**config.mk**
```make
export PLATFORM = sky130hd
export DESIGN_NAME = cap_lane_scorer
export DESIGN_NICKNAME = d
export VERILOG_FILES = /design/src/rtl/cap_pattern_checker_pkg.sv /design/src/rtl/cap_lane_scorer.sv
export SDC_FILE = /design/constraint.sdc
export NUM_CORES = 1
export LEC_CHECK = 0
export BUFFER_PORTS_ARGS = -buffer_cell sky130_fd_sc_hd__buf_4
export CAP_MARGIN = 25
export CORE_AREA = 5 5 72 74
export CTS_CLUSTER_DIAMETER = 40
export CTS_CLUSTER_SIZE = 24
export DETAILED_ROUTE_END_ITERATION = 8
export DIE_AREA = 0 0 77 79
export PLACE_DENSITY = 0.7
export SYNTH_ARGS = -nofsm -noshare
export SYNTH_HDL_FRONTEND = slang
export SYNTH_SLANG_ARGS = --single-unit
```
**constraint.sdc**
```tcl
create_clock -name clk -period 2.1 [get_ports clk]
set_clock_uncertainty 0.05 [all_clocks]
set_input_delay 0.21 -clock clk [delete_from_list [all_inputs] [get_ports clk]]
set_output_delay 0.21 -clock clk [all_outputs]
set_load 0.05 [all_outputs]
```
**src/rtl/cap_pattern_checker_pkg.sv**
```systemverilog
package cap_pattern_checker_pkg;

   typedef enum logic [1:0] {
      CHK_FIXED = 2'd0,
      CHK_ALT   = 2'd1,
      CHK_RAMP  = 2'd2,
      CHK_SPARE = 2'd3
   } chk_mode_e;

endpackage

```
**src/rtl/cap_lane_scorer.sv**
```systemverilog
module cap_lane_scorer
   import cap_pattern_checker_pkg::*;
#(
   parameter int SAMPLE_W = 8,
   parameter int CNT_W    = 8
) (
   input  logic                clk,
   input  logic                rst_n,
   input  logic                clear,
   input  logic                accept,
   input  logic                first_row,
   input  logic                odd_row,
   input  chk_mode_e           mode,
   input  logic [SAMPLE_W-1:0] pat_a,
   input  logic [SAMPLE_W-1:0] pat_b,
   input  logic [SAMPLE_W-1:0] sample,
   output logic [CNT_W-1:0]    count
);

   logic [CNT_W-1:0]    cnt_p, cnt_q;
   logic [SAMPLE_W-1:0] prev;
   logic                miss_p, miss_q;
   logic [SAMPLE_W-1:0] want_p, want_q;

   always_comb begin
      want_p = pat_a;
      want_q = pat_b;
      miss_p = 1'b0;
      miss_q = 1'b0;
      unique case (mode)
         CHK_ALT: begin
            want_p = odd_row ? pat_b : pat_a;
            want_q = odd_row ? pat_a : pat_b;
            miss_p = (sample != want_p);
            miss_q = (sample != want_q);
         end
         CHK_RAMP: begin
            miss_p = !first_row && (sample != prev + 1'b1);
         end
         default: begin
            miss_p = (sample != pat_a);
         end
      endcase
   end

   always_ff @(posedge clk or negedge rst_n) begin
      if (!rst_n) begin
         cnt_p <= '0;
         cnt_q <= '0;
         prev  <= '0;
      end else if (clear) begin
         cnt_p <= '0;
         cnt_q <= '0;
      end else if (accept) begin
         cnt_p <= cnt_p + CNT_W'(miss_p);
         cnt_q <= cnt_q + CNT_W'(miss_q);
         prev  <= sample;
      end
   end

   assign count = (mode == CHK_ALT && cnt_q < cnt_p) ? cnt_q : cnt_p;

   assert_count_step_R3 : assert property (@(posedge clk) disable iff (!rst_n)
      !clear |=> (cnt_p == $past(cnt_p)) || (cnt_p == $past(cnt_p) + 1'b1));

   assert_ramp_first_free_R6 : assert property (@(posedge clk) disable iff (!rst_n)
      (!clear && accept && first_row && mode == CHK_RAMP) |=> cnt_p == $past(cnt_p));

   assert_clear_zero_R2 : assert property (@(posedge clk) disable iff (!rst_n)
      clear |=> (cnt_p == '0) && (cnt_q == '0));

   assert_alt_min_R5 : assert property (@(posedge clk) disable iff (!rst_n)
      (mode == CHK_ALT) |-> (count <= cnt_p) && (count <= cnt_q));

endmodule

```
==> results of run 1 <==
## cell usage after synthesis (3+ instances only)
cell / n
a21oi_1: 9
a221oi_1: 4
buf_2: 3
clkbuf_1: 7
dfrtp_1: 24
ha_1: 12
inv_1: 15
mux2_2: 16
mux2i_1: 14
nand2_1: 9
nand3_1: 4
nand4_1: 7
nor2_1: 21
nor4_1: 4
o21ai_0: 7
or3_1: 3
xnor2_1: 23
xor2_1: 9
## critical path, cell delays in order (launching register included)
cell      delay [ns]
dfrtp_1         0.35
inv_1           0.04
ha_1            0.29
a21o_1          0.18
a21oi_2         0.17
o221ai_2        0.15
o31ai_4         0.10
buf_6           0.18
mux2_4          0.31
buf_6           0.15
## registers in the layout, indices dropped and copies added (netlist names)
name	flops
cnt_q	8
prev	8
cnt_p	8
## logic make-up (layout without fill, tap and decap cells)
kind of cell	count (synthesis)	in the layout	share of synthesized area, %
muxes	30	30	15.7
buffers and inverters	28	114	5.90
adders and majority gates	12	12	7.38
and+or+nand+nor	61	61	15.7
xor gates and xnor gates	32	32	13.8
AOI/OAI and AO/OA	36	36	12.0
DFF	24	24	29.5
## layout make-up
type / count / area, sq um
well taps: 54 / 67.6
multi-input cells: 171 / 1470
fillers: 365 / 1500
clock inverters: 1 / 30.0
repair buffers: 94 / 762
clock buffers: 3 / 41.3
flip-flops and latches: 24 / 603
inverters: 16 / 60.1
## layer usage
| metal | track usage (%) | vias up | part of all wire, % |
|---|---|---|---|
| met1 | 22.1 | 925 | 44 |
| met5 | 0 | - | 0 |
| li1 | - | 960 | - |
| met3 | 2.27 | 8 | 3.2 |
| met2 | 33.5 | 39 | 52 |
| met4 | 4.12 | 0 | 1.1 |
## layout by cell type, fill, tap and decap left out, types with 8 or more instances in the layout
cell type	synthesis	layout
buf_4	1	82
xor2_1	9	8
ha_1	12	8
a21oi_1	9	8
mux2_2	16	8
nor2_1	21	20
dfrtp_1	24	22
mux2i_1	14	10
buf_6	1	9
nand2_1	9	8
xnor2_1	23	22
inv_1	15	15
mux2_4	0	8
## metrics by stage
step | instance area, sq um | hold WS, ns | utilization (%) | worst slack [ns]
3_3_place_gp | 2710 | 0.0751 | 59.8 | -0.237
6_report | 3030 | 0.193 | 66.8 | -0.357
3_5_place_dp | 2710 | 0.0788 | 59.8 | -0.287
2_1_floorplan | 2080 | -0.136 | - | -0.0969
5_1_grt | 3030 | 0.197 | 66.8 | -0.473
4_1_cts | 2940 | 0.189 | 64.7 | -0.371
## worst max-delay path by stage
stage,end,startpoint,cells past startpoint
6_report,count[3],cnt_p[1]$_DFFE_PN0P_,9
5_1_grt,cnt_p[7]$_DFFE_PN0P_,prev[6]$_DFFE_PN0P_,10
4_1_cts,count[6],cnt_p[1]$_DFFE_PN0P_,9
3_5_place_dp,cnt_p[7]$_DFFE_PN0P_,prev[1]$_DFFE_PN0P_,10
3_3_place_gp,cnt_p[5]$_DFFE_PN0P_,prev[1]$_DFFE_PN0P_,10
2_1_floorplan,cnt_p[5]$_DFFE_PN0P_,prev[1]$_DFFE_PN0P_,10
## power breakdown
part / total, uW / internal [uW] / leakage [uW] / switching [uW]
clock: 401 / 255 / 0.0000357 / 146
sequential: 515 / 491 / 0.000314 / 24.4
combinational: 500 / 277 / 0.00105 / 223
## timing repair
action                                  CTS  global route
gates cloned                              0             0
endpoints found under the hold margin    24             0
hold buffers                              1             0
pin swaps                                11            11
endpoints found under the setup margin   16            18
resized for setup                        25            15
buffers inserted                          4             4
==> results.sh, run 1 <==
export IMPL_antenna_violations_before_repair=0
export IMPL_synth_cells=223
export IMPL_first_global_vias=2038
export IMPL_worst_endpoint_arrival_ns=2.20
export IMPL_grt_start_max_net_pins=25
export IMPL_final_cells=363
export IMPL_synthDistinctLibCells=42
export IMPL_register_bit_count_reported_by_yosys=24
export IMPL_cap_viol_max_count=0
export IMPL_clock_root_buffer="clkbuf_8"
export IMPL_placed_cells_incl_taps=350
export IMPL_first_pass_iters=4
export IMPL_fp_row_count=25
export IMPL_overflow=0
export IMPL_final_setup_worst_slack_ns=-0.357
export IMPL_max_clock_freq_ghz=0.407
export IMPL_synth_top_cells_by_area="dfrtp_1 (30%), xnor2_1 (9.9%), mux2_2 (8.9%), ha_1 (7.4%), mux2i_1 (6.9%)"
export IMPL_crit_type="reg2out"
export IMPL_dr_first_iter_drc_count=82
export IMPL_startpoint_of_the_worst_hold_path="clear"
export IMPL_status="finished with violations"
export IMPL_synth_edff_count=0
export IMPL_postRouteAntennaNets=0
export IMPL_drc=0
export IMPL_r2r_cells=10
export IMPL_power_ir_vdd_worst_v=0.000380
export IMPL_synthDominantAreaCellType="dfrtp_1"
export IMPL_die_width_microns=77
export IMPL_hold_end="cnt_p[5]$_DFFE_PN0P_"
export IMPL_startpoint_type="flop"
export IMPL_synthFlopType="dfrtp_1"
export IMPL_dr_total_vias=1932
export IMPL_p_leak_uw=0.00140
export IMPL_asyncSetResetFlopFracSynth_pct=100
export IMPL_nets=354
export IMPL_dieArea_sq_um=6080
export IMPL_grt_setup_unrepaired="true"
export IMPL_gp_congestion=0.906
export IMPL_critical_path_reg2reg_endpoint="cnt_p[7]$_DFFE_PN0P_"
export IMPL_hold_violation_total_from_the_final_report=0
export IMPL_cts_htree_levels=1
export IMPL_critical_path_max_fanout=5
export IMPL_timing_slew_headroom_pct=77.6
export IMPL_cellPowerDensity_nw_per_um2=467
export IMPL_cp_required_ns=1.84
export IMPL_initial_core_util_pct=44.9
export IMPL_rr_startpoint="prev[6]$_DFFE_PN0P_"
export IMPL_clk_insertion_delay_late_ns=0.26
export IMPL_tritoncts_num_sinks=24
export IMPL_path_clk_slew_ns=0.09
export IMPL_total_power_uw=1420
export IMPL_vias_per_cell=5.32
export IMPL_share_of_final_layout_standard_cells_stronger_than_drive_strength_1_pct=43.4
export IMPL_post_route_period_util_pct=117
export IMPL_timing_worst_slew_pin_value_ns=0.333
export IMPL_synth_top_cell_area_share_pct=29.5
export IMPL_report_final_setup_viol=16
export IMPL_top_level_port_count=40
export IMPL_ys_warnings_count=0
export IMPL_reg2reg_slack_ns=-0.33
export IMPL_buffer_ports_inserted=39
export IMPL_tritoncts_num_buffers=3
export IMPL_cts_tree="built"
export IMPL_avgSynthCellArea_sq_um=9.13
export IMPL_insertedDiodeCount=0
export IMPL_final_max_slew_viol_count=0
export IMPL_ys_seq_area_share_pct=29.5
export IMPL_dp_hpwl_microns=4030
export IMPL_critPathCaptureType="primary output"
export IMPL_die_height_microns=79
export IMPL_area_of_the_mapped_netlist_sq_um=2040
export IMPL_gr_usage_all_layers_pct=18.0
export IMPL_hp_class="in2reg"
export IMPL_failed_checks="negative setup slack"
export IMPL_finalCriticalPeriod_ns=2.46
export IMPL_whs_path_depth=2
export IMPL_global_route_wire_length_before_repair_microns=9130
export IMPL_cts_root_to_sink_buffers=2
export IMPL_layout_stage_area_growth_over_the_synthesis_result_pct=48.9
export IMPL_setup_tns_final_ns=-4.62
export IMPL_core_sq_um=4540
export IMPL_postSynthNetCount=267
export IMPL_detail_route_wl_per_cell_microns=14.7
export IMPL_totalWireLength_microns=5350
(Power assumes the default switching activity.)
==> run 2, diff against run 1 <==
--- a/config.mk
+++ b/config.mk
@@ -12,7 +12,7 @@
 export CTS_CLUSTER_SIZE = 24
 export DETAILED_ROUTE_END_ITERATION = 8
 export DIE_AREA = 0 0 77 79
-export PLACE_DENSITY = 0.7
+export PLACE_DENSITY = 0.68
 export SYNTH_ARGS = -nofsm -noshare
 export SYNTH_HDL_FRONTEND = slang
 export SYNTH_SLANG_ARGS = --single-unit
==> constraint.sdc (replaced) <==
create_clock -name clk -period 2.6 [get_ports clk]
set_clock_uncertainty 0.05 [all_clocks]
set_input_delay 0.26 -clock clk [delete_from_list [all_inputs] [get_ports clk]]
set_output_delay 0.26 -clock clk [all_outputs]
set_load 0.05 [all_outputs]
==> run 2 against run 1 <==
Setup slack improved by 0.40 ns. The flow now finishes without violations. Highest routed layer unchanged. Utilization shrank 11 points. Critical path depth is 1 lower. Routed wire length shrank 13%. Critical path type unchanged. Combinational power shrank 38%. Total power is 26% lower.
==> results.sh, run 2 (synthesis gave the netlist of run 1 again) <==
export IMPL_grt_busiest_layer="met2"
export IMPL_crit_chain="ha_1 -> a21o_1 -> a21oi_2 -> o221ai_2 -> o31ai_4 -> buf_6 -> mux2_2 -> buf_4"
export IMPL_fp_row_count=25
export IMPL_detail_route_wl_per_cell_microns=14.7
export IMPL_postRouteAntennaNets=0
export IMPL_crit_family="compound AO/OA/AOI/OAI gates"
export IMPL_r2r_cells=10
export IMPL_gp_congestion=0.851
export IMPL_intPower_uw=760
export IMPL_report_final_setup_viol=0
export IMPL_cellPowerDensity_nw_per_um2=414
export IMPL_tritoncts_num_sinks=24
export IMPL_met1_capacity_usage_during_global_routing_pct=20.0
export IMPL_cts_htree_levels=1
export IMPL_reg2reg_slack_ns=0.22
export IMPL_whs_path_depth=2
export IMPL_dp_hpwl_microns=3560
export IMPL_total_power_uw=1050
export IMPL_hold_end="cnt_p[7]$_DFFE_PN0P_"
export IMPL_path_clk_slew_ns=0.08
export IMPL_pwr_share_comb_pct=29.5
export IMPL_finalCriticalPeriod_ns=2.56
export IMPL_place_area_sq_um=2370
export IMPL_startpoint_of_the_worst_hold_path="clear"
export IMPL_timing_slew_headroom_pct=53.0
export IMPL_core_sq_um=4540
export IMPL_critical_path_reg2reg_endpoint="cnt_p[7]$_DFFE_PN0P_"
export IMPL_cts_tree="built"
export IMPL_grt_use_met3_pct=2.72
export IMPL_layout_cell_area_non_filler_sq_um=2530
export IMPL_antenna_violations_before_repair=0
export IMPL_clk_insertion_delay_late_ns=0.26
export IMPL_overflow=0
export IMPL_clock_root_buffer="clkbuf_8"
export IMPL_grt_start_max_net_pins=25
export IMPL_cpPeakStageDelay_ns=0.43
export IMPL_final_max_slew_viol_count=0
export IMPL_die_height_microns=79
export IMPL_initial_core_util_pct=44.9
export IMPL_timing_worst_slew_pin_value_ns=0.703
export IMPL_max_clock_freq_ghz=0.391
export IMPL_rr_startpoint="prev[1]$_DFFE_PN0P_"
export IMPL_critPathCaptureType="primary output"
export IMPL_groute_layer_met2_usage_pct=27.4
export IMPL_first_pass_iters=4
export IMPL_cap_viol_max_count=0
export IMPL_share_of_final_layout_standard_cells_stronger_than_drive_strength_1_pct=29.9
export IMPL_totalWireLength_microns=4680
export IMPL_layout_stage_area_growth_over_the_synthesis_result_pct=24.5
export IMPL_power_frac_seq_pct=40.0
export IMPL_layout_area_seq_sq_um=602
export IMPL_setup_tns_final_ns=0
export IMPL_drc=0
export IMPL_reg_top3="cnt_p: 8 flops, cnt_q: 8 flops, prev: 8 flops"
export IMPL_global_route_wire_length_before_repair_microns=7910
export IMPL_top_level_port_count=40
export IMPL_final_cell_mix="buf_4 (47), xnor2_1 (23), dfrtp_1 (23), nor2_1 (21), mux2_2 (16)"
export IMPL_dr_total_vias=1696
export IMPL_final_common_cell="buf_4"
export IMPL_power_share_clock_pct=30.5
export IMPL_die_width_microns=77
export IMPL_insertedDiodeCount=0
export IMPL_cp_required_ns=2.29
export IMPL_status="complete, no violations"
export IMPL_p_leak_uw=0.00116
export IMPL_post_route_period_util_pct=98.5
export IMPL_buffer_ports_inserted=39
export IMPL_sw_frac_of_total_pct=27.5
export IMPL_cts_root_to_sink_buffers=2
export IMPL_gr_usage_all_layers_pct=15.4
export IMPL_hold_violation_total_from_the_final_report=0
export IMPL_critical_path_max_fanout=5
export IMPL_nets=309
export IMPL_critical_path_slowest_cell="dfrtp_1"
export IMPL_vias_per_cell=5.33
export IMPL_tritoncts_num_buffers=3
export IMPL_worst_path_buf_inv=2
export IMPL_power_ir_vdd_worst_v=0.000340
export IMPL_multiInputGateArea_sq_um=1360
export IMPL_worst_endpoint_arrival_ns=2.25
export IMPL_layout_filler_cells=409
export IMPL_startpoint_type="flop"
export IMPL_dr_first_iter_drc_count=68
export IMPL_dieArea_sq_um=6080
export IMPL_hp_class="in2reg"
export IMPL_power_switching_uw=288
export IMPL_first_global_vias=1728
export IMPL_grt_setup_unrepaired="true"
export IMPL_crit_type="reg2out"
## run 2: changes by cell type in the layout (fill, tap and decap cells not counted), sizes merged
cell | previous run | this run
buf | 93 | 48
## run 2: power groups by stage
stage	clock, uW	sequential, uW	combinational [uW]
final	320	419	309
after global routing	344	423	340
after CTS	327	418	301
after detailed placement	0	426	293
after global placement	0	425	290
after floorplan	0	424	197
## run 2: worst max path at each step
stage / from / endpoint / cells after the start
finish: cnt_q[1]$_DFFE_PN0P_ / count[0] / 8
CTS: cnt_q[1]$_DFFE_PN0P_ / count[0] / 7
floorplan: prev[0]$_DFFE_PN0P_ / cnt_p[7]$_DFFE_PN0P_ / 10
global placement: mode[1] / cnt_p[6]$_DFFE_PN0P_ / 11
global route: prev[1]$_DFFE_PN0P_ / cnt_p[6]$_DFFE_PN0P_ / 11
detailed placement: prev[0]$_DFFE_PN0P_ / cnt_p[7]$_DFFE_PN0P_ / 10
## run 2: area by class of cell
type,count,share of cell area (%)
multi-input cells,171,53.6
repair buffers,49,14.8
well taps,54,2.67
inverters,16,2.37
clock buffers,3,1.63
flip-flops and latches,24,23.8
clock inverters,1,1.19
## run 2: metrics by stage
step           hold slack, ns  setup slack (ns)  cells  utilization, %
3_5_place_dp            0.127            0.0526    308            52.2
4_1_cts                 0.228            0.0220    314            54.5
6_report                0.248            0.0403    318            55.9
3_3_place_gp            0.127            0.0611    308            52.2
5_1_grt                 0.242           -0.0273    318            55.9
2_1_floorplan         -0.0856             0.287    223               -
## run 2: layer usage
layer	routed length, microns	vias to the layer above	part of all wire (%)
li1	-	870	-
met3	190	6	4.1
met1	2140	790	46
met4	31	0	0.66
met2	2320	30	50
met5	0	-	0
## run 2: timing repair
action                                  4_1_cts  5_1_grt
pin swaps                                     0        3
hold buffers                                  1        0
endpoints found under the setup margin        8       14
buffers inserted                              1        4
endpoints found under the hold margin        24        0
gates resized for setup                       2        8
